### src/rtl/cam_maint_pkg.sv
package cam_maint_pkg;
  typedef enum logic [2:0] {
    OP_INVAL   = 3'd0,
    OP_CAM_WR  = 3'd1,
    OP_CMP_LD  = 3'd2,
    OP_MEM_WR  = 3'd3,
    OP_DUAL_WR = 3'd4,
    OP_LEARN   = 3'd5,
    OP_RES_RD  = 3'd6,
    OP_NONE    = 3'd7
  } op_e;

  typedef enum logic [1:0] {
    ST_IDLE = 2'd0,
    ST_SEL2 = 2'd1,
    ST_EXEC = 2'd2
  } lrn_st_e;
endpackage

### src/rtl/cam_burst_ctr.sv
module cam_burst_ctr #(
  parameter int ENTRIES = 16,
  localparam int IDX_W = $clog2(ENTRIES)
) (
  input  logic             clk_i,
  input  logic             rst_ni,
  input  logic             load_i,
  input  logic [IDX_W-1:0] load_val_i,
  input  logic             step_i,
  output logic [IDX_W-1:0] cnt_o
);
  localparam logic [IDX_W-1:0] LAST = IDX_W'(ENTRIES - 1);

  function automatic logic [IDX_W-1:0] inc_wrap(input logic [IDX_W-1:0] v);
    return (v == LAST) ? '0 : v + 1'b1;
  endfunction

  always_ff @(posedge clk_i or negedge rst_ni) begin
    if (!rst_ni)     cnt_o <= '0;
    else if (load_i) cnt_o <= inc_wrap(load_val_i);
    else if (step_i) cnt_o <= inc_wrap(cnt_o);
  end
endmodule

### src/rtl/cam_free_finder.sv
module cam_free_finder #(
  parameter int ENTRIES = 16,
  localparam int IDX_W = $clog2(ENTRIES)
) (
  input  logic [ENTRIES-1:0] in_use_i,
  output logic               found_o,
  output logic [IDX_W-1:0]   idx_o
);
  // descending scan so the lowest free index wins
  always_comb begin
    found_o = 1'b0;
    idx_o   = '0;
    for (int i = ENTRIES - 1; i >= 0; i--) begin
      if (!in_use_i[i]) begin
        found_o = 1'b1;
        idx_o   = IDX_W'(i);
      end
    end
  end
endmodule

### src/rtl/cam_reg_bank.sv
module cam_reg_bank #(
  parameter int N = 4,
  parameter int W = 8,
  localparam int SEL_W = (N > 1) ? $clog2(N) : 1
) (
  input  logic             clk_i,
  input  logic             rst_ni,
  input  logic             we_i,
  input  logic [SEL_W-1:0] wsel_i,
  input  logic [W-1:0]     wdata_i,
  input  logic [SEL_W-1:0] rsel_i,
  output logic [W-1:0]     rdata_o
);
  logic [W-1:0] regs [N];

  for (genvar g = 0; g < N; g++) begin : g_reg
    always_ff @(posedge clk_i or negedge rst_ni) begin
      if (!rst_ni)                                 regs[g] <= '0;
      else if (we_i && wsel_i == SEL_W'(g))        regs[g] <= wdata_i;
    end
  end

  assign rdata_o = regs[rsel_i];
endmodule

### src/rtl/cam_maint_ctrl.sv
module cam_maint_ctrl
  import cam_maint_pkg::*;
#(
  parameter int ENTRIES = 16,
  parameter int KEY_W   = 8,
  parameter int MD_W    = 8,
  parameter int NREG    = 4,
  localparam int IDX_W  = $clog2(ENTRIES),
  localparam int SEL_W  = (NREG > 1) ? $clog2(NREG) : 1
) (
  input  logic             clk_i,
  input  logic             rst_ni,
  input  logic             req_i,
  input  logic [2:0]       cmd_i,
  input  logic [SEL_W-1:0] sel_i,
  input  logic             adv_i,
  input  logic [IDX_W-1:0] addr_i,
  input  logic [KEY_W-1:0] key_i,
  input  logic [MD_W-1:0]  mdata_i,
  output logic             busy_o,
  output logic             cam_we_o,
  output logic             cam_inval_o,
  output logic [IDX_W-1:0] cam_addr_o,
  output logic [KEY_W-1:0] cam_key_o,
  output logic             mem_ce_o,
  output logic             mem_we_o,
  output logic [IDX_W-1:0] mem_addr_o,
  output logic [MD_W-1:0]  mem_data_o,
  output logic             full_err_o,
  output logic             rd_valid_o,
  output logic [IDX_W:0]   rd_data_o
);
  lrn_st_e          st_q;
  logic [SEL_W-1:0] cmp_sel_q, res_sel_q;
  logic [MD_W-1:0]  mdata_q;
  logic [ENTRIES-1:0] in_use_q;

  op_e              op;
  logic             accept;
  logic [IDX_W-1:0] burst_cnt;
  logic [IDX_W-1:0] wr_addr;
  logic             free_found;
  logic [IDX_W-1:0] free_idx;
  logic [KEY_W-1:0] cmp_rdata;
  logic [IDX_W:0]   res_rdata;
  logic             exec_hit;

  assign op       = op_e'(cmd_i);
  assign accept   = req_i && (st_q == ST_IDLE);
  assign wr_addr  = adv_i ? burst_cnt : addr_i;
  assign exec_hit = (st_q == ST_EXEC) && free_found;
  assign busy_o   = (st_q != ST_IDLE);

  cam_burst_ctr #(.ENTRIES(ENTRIES)) u_burst (
    .clk_i      (clk_i),
    .rst_ni     (rst_ni),
    .load_i     (accept && op == OP_CAM_WR && !adv_i),
    .load_val_i (addr_i),
    .step_i     (accept && op == OP_CAM_WR && adv_i),
    .cnt_o      (burst_cnt)
  );

  cam_free_finder #(.ENTRIES(ENTRIES)) u_free (
    .in_use_i (in_use_q),
    .found_o  (free_found),
    .idx_o    (free_idx)
  );

  cam_reg_bank #(.N(NREG), .W(KEY_W)) u_cmp (
    .clk_i   (clk_i),
    .rst_ni  (rst_ni),
    .we_i    (accept && op == OP_CMP_LD),
    .wsel_i  (sel_i),
    .wdata_i (key_i),
    .rsel_i  (cmp_sel_q),
    .rdata_o (cmp_rdata)
  );

  cam_reg_bank #(.N(NREG), .W(IDX_W + 1)) u_res (
    .clk_i   (clk_i),
    .rst_ni  (rst_ni),
    .we_i    (exec_hit),
    .wsel_i  (res_sel_q),
    .wdata_i ({1'b1, free_idx}),
    .rsel_i  (sel_i),
    .rdata_o (res_rdata)
  );

  // learn sequencer
  always_ff @(posedge clk_i or negedge rst_ni) begin
    if (!rst_ni) begin
      st_q      <= ST_IDLE;
      cmp_sel_q <= '0;
      res_sel_q <= '0;
      mdata_q   <= '0;
    end else begin
      unique case (st_q)
        ST_IDLE: if (accept && op == OP_LEARN) begin
          st_q      <= ST_SEL2;
          cmp_sel_q <= sel_i;
          mdata_q   <= mdata_i;
        end
        ST_SEL2: begin
          res_sel_q <= sel_i;
          st_q      <= ST_EXEC;
        end
        ST_EXEC: st_q <= ST_IDLE;
        default: st_q <= ST_IDLE;
      endcase
    end
  end

  // occupancy map
  always_ff @(posedge clk_i or negedge rst_ni) begin
    if (!rst_ni) in_use_q <= '0;
    else if (exec_hit) in_use_q[free_idx] <= 1'b1;
    else if (accept) begin
      case (op)
        OP_INVAL:   in_use_q[addr_i]  <= 1'b0;
        OP_CAM_WR:  in_use_q[wr_addr] <= 1'b1;
        OP_DUAL_WR: in_use_q[addr_i]  <= 1'b1;
        default: ;
      endcase
    end
  end

  // registered output port
  always_ff @(posedge clk_i or negedge rst_ni) begin
    if (!rst_ni) begin
      cam_we_o    <= 1'b0;
      cam_inval_o <= 1'b0;
      cam_addr_o  <= '0;
      cam_key_o   <= '0;
      mem_ce_o    <= 1'b0;
      mem_we_o    <= 1'b0;
      mem_addr_o  <= '0;
      mem_data_o  <= '0;
      full_err_o  <= 1'b0;
      rd_valid_o  <= 1'b0;
      rd_data_o   <= '0;
    end else begin
      cam_we_o    <= 1'b0;
      cam_inval_o <= 1'b0;
      mem_ce_o    <= 1'b0;
      mem_we_o    <= 1'b0;
      full_err_o  <= 1'b0;
      rd_valid_o  <= 1'b0;
      if (st_q == ST_EXEC) begin
        if (free_found) begin
          cam_we_o   <= 1'b1;
          cam_addr_o <= free_idx;
          cam_key_o  <= cmp_rdata;
          mem_ce_o   <= 1'b1;
          mem_we_o   <= 1'b1;
          mem_addr_o <= free_idx;
          mem_data_o <= mdata_q;
        end else begin
          full_err_o <= 1'b1;
        end
      end else if (accept) begin
        case (op)
          OP_INVAL: begin
            cam_inval_o <= 1'b1;
            cam_addr_o  <= addr_i;
          end
          OP_CAM_WR: begin
            cam_we_o   <= 1'b1;
            cam_addr_o <= wr_addr;
            cam_key_o  <= key_i;
          end
          OP_MEM_WR: begin
            mem_ce_o   <= 1'b1;
            mem_we_o   <= 1'b1;
            mem_addr_o <= addr_i;
            mem_data_o <= mdata_i;
          end
          OP_DUAL_WR: begin
            cam_we_o   <= 1'b1;
            cam_addr_o <= addr_i;
            cam_key_o  <= key_i;
            mem_ce_o   <= 1'b1;
            mem_we_o   <= 1'b1;
            mem_addr_o <= addr_i;
            mem_data_o <= mdata_i;
          end
          OP_RES_RD: begin
            rd_valid_o <= 1'b1;
            rd_data_o  <= res_rdata;
          end
          default: ;
        endcase
      end
    end
  end
endmodule

### config.mk
export PLATFORM = sky130hd
export DESIGN_NAME = cam_maint_ctrl
export DESIGN_NICKNAME = d
export VERILOG_FILES = /design/src/rtl/cam_maint_pkg.sv /design/src/rtl/cam_burst_ctr.sv /design/src/rtl/cam_free_finder.sv /design/src/rtl/cam_reg_bank.sv /design/src/rtl/cam_maint_ctrl.sv
export SDC_FILE = /design/constraint.sdc
export NUM_CORES = 1
export LEC_CHECK = 0
export ABC_AREA = 0
export BUFFER_PORTS_ARGS = -buffer_cell sky130_fd_sc_hd__clkbuf_2
export CAP_MARGIN = 20
export CORE_ASPECT_RATIO = 0.5
export CORE_MARGIN = 5
export CORE_UTILIZATION = 59
export CTS_CLUSTER_DIAMETER = 50
export CTS_CLUSTER_SIZE = 40
export DETAILED_ROUTE_END_ITERATION = 10
export PLACE_DENSITY = 0.8
export SYNTH_ARGS = -nofsm -noshare
export SYNTH_HDL_FRONTEND = slang
export SYNTH_SLANG_ARGS = --single-unit
### constraint.sdc
create_clock -name clk_i -period 2.3 [get_ports clk_i]
set_input_delay 0.115 -clock clk_i [delete_from_list [all_inputs] [get_ports clk_i]]
set_output_delay 0.115 -clock clk_i [all_outputs]
set_load 0.01 [all_outputs]
# Word-level counts from Yosys, hierarchy flattened
# Cells that the tools add are included.
# word_totals
regBits	120
latch_bits	0
mem_bits_rw	0
romBits	0
inputBits	29
out_inout_bits	36
n_memories	0
# classes
add_sub_neg	2
mul	0
n_div	0
order_cmp	8
eq_ne	18
shift	0
muxes	84
n_bitwise	8
n_reduce_logical	40
# ops
cell	count
2-to-1 mux 4 bit	27
2-to-1 mux 8 bit	10
bitwise OR 16 bit	3
one-hot mux 16 bit (3 select lines)	1
2-to-1 mux 1 bit	34
2-to-1 mux 16 bit	2
logical AND 1 bit	18
bitwise AND 16 bit	1
binary-select mux 8 bit (select 2 bit)	1
inverter 16 bit	1
less-than comparator 4 x 5 -> 1 bit (second input constant)	3
demux 1 bit (select 4 bit)	3
greater-or-equal comparator 4 x 1 -> 1 bit (second input constant)	3
AND reduction 3 bit	4
nonzero test 2 bit	6
binary-select mux 5 bit (select 2 bit)	1
== test 2 bit (second input constant)	5
2-to-1 mux 5 bit	2
== test 3 bit (second input constant)	3
adder 4 x 1 -> 4 bit (second input constant)	2
== test 4 bit (second input constant)	2
one-hot mux 4 bit (2 select lines)	1
== test 2 x 1 -> 1 bit (second input constant)	3
== test 3 x 2 -> 1 bit (second input constant)	2
other kinds (15)	22

# Logic depth before layout (Yosys ltp)
# logic_depth
ltp_word	22
depth_mapped	8
mapped_depth_nobuf	6

# Modules after synthesis
# From an unflattened synthesis, not the netlist that was laid out.
# unflattened
hier_cells	517
hier_area_um2	6306.0
# by_module_without_submodules
module	n_inst	cells_per_inst	area_per_inst_um2
cam_maint_ctrl	1	324	3567.2
cam_reg_bank at u_cmp	1	78	1401.3
cam_reg_bank at u_res	1	50	895.9
cam_burst_ctr	1	31	275.3
cam_free_finder	1	34	166.4

# Worst setup path after synthesis
# No wires, ideal clock.
# synth_path
path_type	reg-to-reg
start	reg st_q[1]
end	reg mdata_q[0]
t_arrival_ns	1.728
required_time_ns	2.175
setup_slack_ns	0.448
path_stages_with_launch	5
path_buffers	1
synth_period_minus_slack_ns	1.852
path_cell_list	dfrtp_1 > or3b_2 > nor3_1 > buf_4 > mux2_2
# synth_via
elab_chain_len	4
# synth_rtl
element	line_no	text
from (decl)	cam_maint_ctrl.sv:33	lrn_st_e st_q;
from (signal assigned)	cam_maint_ctrl.sv:92	st_q <= ST_IDLE;
from (signal assigned)	cam_maint_ctrl.sv:99	st_q <= ST_SEL2;
from (signal assigned)	cam_maint_ctrl.sv:105	st_q <= ST_EXEC;
logical NOT 2 bit *	cam_maint_ctrl.sv:49, cam_maint_ctrl.sv:97	
logical AND 1 bit	cam_maint_ctrl.sv:49	assign accept = req_i && (st_q == ST_IDLE);
logical AND 1 bit	cam_maint_ctrl.sv:98	ST_IDLE: if (accept && op == OP_LEARN) begin
AND reduction 2 bit (no source line) *	n/a	
to (signal assigned)	cam_maint_ctrl.sv:101	mdata_q <= mdata_i;
to (decl)	cam_maint_ctrl.sv:35	logic [MD_W-1:0] mdata_q;
# Every way passes the cells marked *; elsewhere a longest branch is shown, timed or not.
# A chain may end at the register's enable or synchronous reset.

# Worst setup path after layout
# layout_path
start	reg st_q[1]
end	reg u_cmp.regs[24] in the netlist's numbering
# layout_via
elab_chain_len	4
# layout_rtl
element	line_no	text
logical NOT 2 bit	cam_maint_ctrl.sv:49	
logical AND 1 bit	cam_maint_ctrl.sv:49	
logical AND 1 bit	cam_maint_ctrl.sv:72	.we_i (accept && op == OP_CMP_LD),
logical AND 1 bit	cam_reg_bank.sv:19	else if (we_i && wsel_i == SEL_W'(g)) regs[g] <= wdata_i;
to (signal, indexed assignment)	cam_reg_bank.sv:19	
to (decl)	cam_reg_bank.sv:14	logic [W-1:0] regs [N];
# No other way between the ends.

==> reports/summary.md <==
* CP Capture Point: u_cmp.regs[24]
* Slew Limit Fails: 0
* number of buffers created by CTS: 17
* fraction of the cycle the final worst path needs: 92.8%
* worst slew margin relative to its limit: 55.0%
* register bit count reported by yosys: 120
* synthesized area divided by synthesized cell count: 11.5 sq um
* Resized cells post-CTS: 0
* Required @ worst endpoint: 2.59 ns
* Setup Crit Path Kind: flop to flop
* Initial Util: 60.8%
* start point of the critical path: st_q[1]
* Worst VDD drop: 0.000546 V
* die height: 82.7 um
* unrepaired setup endpoints after global routing: false
* highest-count cells in the layout ignoring fill and taps: sky130_fd_sc_hd__dfrtp_1 (120), sky130_fd_sc_hd__mux2_2 (64), sky130_fd_sc_hd__clkbuf_2 (63)
* switching power total: 2150 uW
* number of design-rule violations left by the first detailed-router iteration: 438
* via count of the first global-routing pass: 5,113
* pin count of the biggest net entering global routing: 121
* latest clock arrival within the worst-skew pair: 0.41 ns
* number of remaining DRC errors: 0
* max_cap viols: 0
* TritonCTS sink count: 120
* switching part of the total: 30.3%
* sum of negative setup slack: 0 ns
* worst min-delay path class: primary input to flop
* number of standard-cell rows in the floorplan: 26
* number of cells on the worst hold path: 2
* aggregate routed wire length: 16,200 um
* Layout area overhead: 19.1%
* drt pass-1 iters: 5
* final hold viol count: 0
* combined global-route utilization of all metal layers: 27.2%
* data arrival time of the critical path: 2.43 ns
* utilization of the core after routing: 72.4%
* area of the core region: 0.0102 sq mm
* combinational power share: 21.5%
* maximum clock insertion buffer count: 2
* wire length on met3: 1200 um
* length of routed met2 wiring: 7920 um
* I/O pins: 65
* summed instance area of the synthesized netlist: 0.00623 sq mm
* register-to-register setup slack: 0.17 ns
* part of the power in registers: 41.0%
* layout cell share with drive strength beyond 1: 34.4%
* biggest area contributors in the synthesized netlist: sky130_fd_sc_hd__dfrtp_1 (48%), sky130_fd_sc_hd__mux2_2 (12%), sky130_fd_sc_hd__mux4_2 (4.7%)
* Fillers: 680
* layout net count: 655
* asr flop ratio synth: 100%
* CTS tree: done
* clock share of power: 37.4%
* maximum clock skew at final layout: 0.00750 ns
* gp weighted congestion: 0.969
* antenna violations before repair: 0
* result of the run: completed
* FF-to-FF Start: st_q[1]
* register area: 0.00300 sq mm
* count of flip-flops with a built-in enable after synthesis: 0
* FF-to-FF End: u_cmp.regs[24]
* count of hold buffers inserted by post-cts repair: 11
* uppermost routed layer: met4
* largest area contributor in the netlist: sky130_fd_sc_hd__dfrtp_1
* via count: 4,920
* Wirelength per Cell: 20.9 um
* root buffer selected by CTS: sky130_fd_sc_hd__clkbuf_16
* power density over the cells: 956 mW/mm^2
* fraction of the yosys area taken by sequential cells: 48.2%
* Critical Path Fanout Max: 8
* total of endpoints with negative setup slack in the final report: 0
* number of buffers inserted by port buffering: 64
* most instantiated flip-flop cell in the synthesis netlist: sky130_fd_sc_hd__dfrtp_1
* top cell type's share of synthesized area: 48.2%
* post-CTS repair timing setup buffer count: 0
* Slew @ Worst Pin: 0.672 ns
* routed vias/inst: 6.36
* kind of launch point of the worst setup path: flop
* number of distinct library cell variants in the gate-level netlist after synthesis: 70
* clock-pin slew of the registers on the worst-case setup and hold paths: 0.06 ns
* Congestion Overflow GR: 0
* wire length of the first global-routing pass: 27,200 um
* Post-Synthesis Cells: 540
* fmax: 0.469 GHz
* area of the multi-input gates: 0.00305 sq mm
* min Tclk post-route: 2.13 ns
* Net Count, Synth: 574
* Post-DP HPWL: 10,500 um
* Die W: 155 um
* area of the die: 0.0128 sq mm
* internal power component: 4950 uW
* number of nets still failing antenna checks after routing: 0
* number of levels the H-tree was split into: 4
* endpoint kind of the worst setup timing path: flop
* M1 wire length: 6790 um
* leading cell type in the layout, fill and taps excluded: sky130_fd_sc_hd__dfrtp_1
* count of yosys warnings during synthesis: 0
* leakage power figure: 0.00327 uW
* length in cells of the worst reg-to-reg path: 4
* Inserted Diodes: 0
per-stage QoR:
stage                     area [sq um]  hold slack [ns]  setup slack, ns  total power (uW)  std cells
after floorplan                   6230           -0.181            0.448              3850        540
after global routing              7420           0.0194           0.0901              7410        774
after detailed placement          6720            0.267            0.304              4410        731
after CTS                         7420           0.0101            0.202              7090        774
after global placement            6720            0.261            0.354              4320        731
final                             7420           0.0176            0.166              7100        774
synthesized netlist by cell type, types with 3 or more instances:
master                     instances
sky130_fd_sc_hd__a211oi_1          3
sky130_fd_sc_hd__a21o_1            4
sky130_fd_sc_hd__a21oi_1          23
sky130_fd_sc_hd__a221oi_1          9
sky130_fd_sc_hd__a22oi_1           3
sky130_fd_sc_hd__a31oi_1           4
sky130_fd_sc_hd__and2_1            3
sky130_fd_sc_hd__and3_1            4
sky130_fd_sc_hd__buf_1             4
sky130_fd_sc_hd__buf_2             9
sky130_fd_sc_hd__buf_4             4
sky130_fd_sc_hd__clkbuf_1          8
sky130_fd_sc_hd__dfrtp_1         120
sky130_fd_sc_hd__ha_1              5
sky130_fd_sc_hd__inv_1            10
sky130_fd_sc_hd__mux2_2           64
sky130_fd_sc_hd__mux2i_1          19
sky130_fd_sc_hd__mux4_2           13
sky130_fd_sc_hd__nand2_1          53
sky130_fd_sc_hd__nand2b_1          6
sky130_fd_sc_hd__nand3_1          16
sky130_fd_sc_hd__nand3b_1          4
sky130_fd_sc_hd__nand4_1           4
sky130_fd_sc_hd__nor2_1           20
sky130_fd_sc_hd__nor2b_1           7
sky130_fd_sc_hd__nor3_1            6
sky130_fd_sc_hd__nor3b_2           4
sky130_fd_sc_hd__o21ai_0          38
sky130_fd_sc_hd__o21ai_1           8
sky130_fd_sc_hd__o22ai_1           6
sky130_fd_sc_hd__or2_2             6
sky130_fd_sc_hd__or3b_2            4
metal layers:
metal	global-route usage (%)	vias to the layer above
met4	8.82	0
li1	-	2175
met2	45.5	244
met5	0	-
met3	5.78	34
met1	36.4	2467
how the worst min path moves through the flow:
stage                         from             end  slack (ns)
after floorplan             rst_ni   cam_addr_o[0]       -0.18
after global placement      rst_ni   u_cmp.regs[4]        0.26
after detailed placement    rst_ni   u_cmp.regs[8]        0.27
after CTS                 key_i[0]   u_cmp.regs[0]        0.01
after global routing      key_i[0]   u_cmp.regs[0]        0.02
final                     key_i[6]  u_cmp.regs[30]        0.02
critical path, cell delays in order (launching register included):
cell and delay, ns:
sky130_fd_sc_hd__dfrtp_1 0.47, sky130_fd_sc_hd__nor4b_4 0.52, sky130_fd_sc_hd__nand2_1 0.20, sky130_fd_sc_hd__nor3_4 0.42, sky130_fd_sc_hd__mux2_2 0.40
flip-flops by register name, indices dropped and copies added, names as in the netlist, 4 cells and up:
register / cells
u_cmp.regs: 32
u_res.regs: 20
in_use_q: 16
cam_key_o: 8
mdata_q: 8
mem_data_o: 8
rd_data_o: 5
cam_addr_o: 4
mem_addr_o: 4
u_burst.cnt_o: 4
power groups by stage:
stage / clock (uW) / sequential (uW) / combinational (uW)
after floorplan: 0 / 2860 / 995
after global placement: 0 / 2900 / 1420
after detailed placement: 0 / 2930 / 1480
after CTS: 2670 / 2910 / 1510
after global routing: 2770 / 2970 / 1670
final: 2660 / 2910 / 1530
cell families after synthesis:
logic type,count (synthesis),synth area share [%]
flip-flops,120,48.2
buffers and inverters,38,2.97
XOR/XNOR,2,0.281
AND/OR/NAND/NOR,156,14.6
adder cells (fa/ha/maj),5,1.00
multiplexers,96,19.3
AO/OA/AOI/OAI,123,13.6
cell type report:
class	instances	area share, %
multi-input cells	382	41.1
flip-flops and latches	120	40.5
repair buffers	90	7.69
clock buffers	19	5.97
well taps	140	2.36
clock inverters	13	1.97
inverters	10	0.506
No activity file was read; power rests on OpenSTA's default activity.
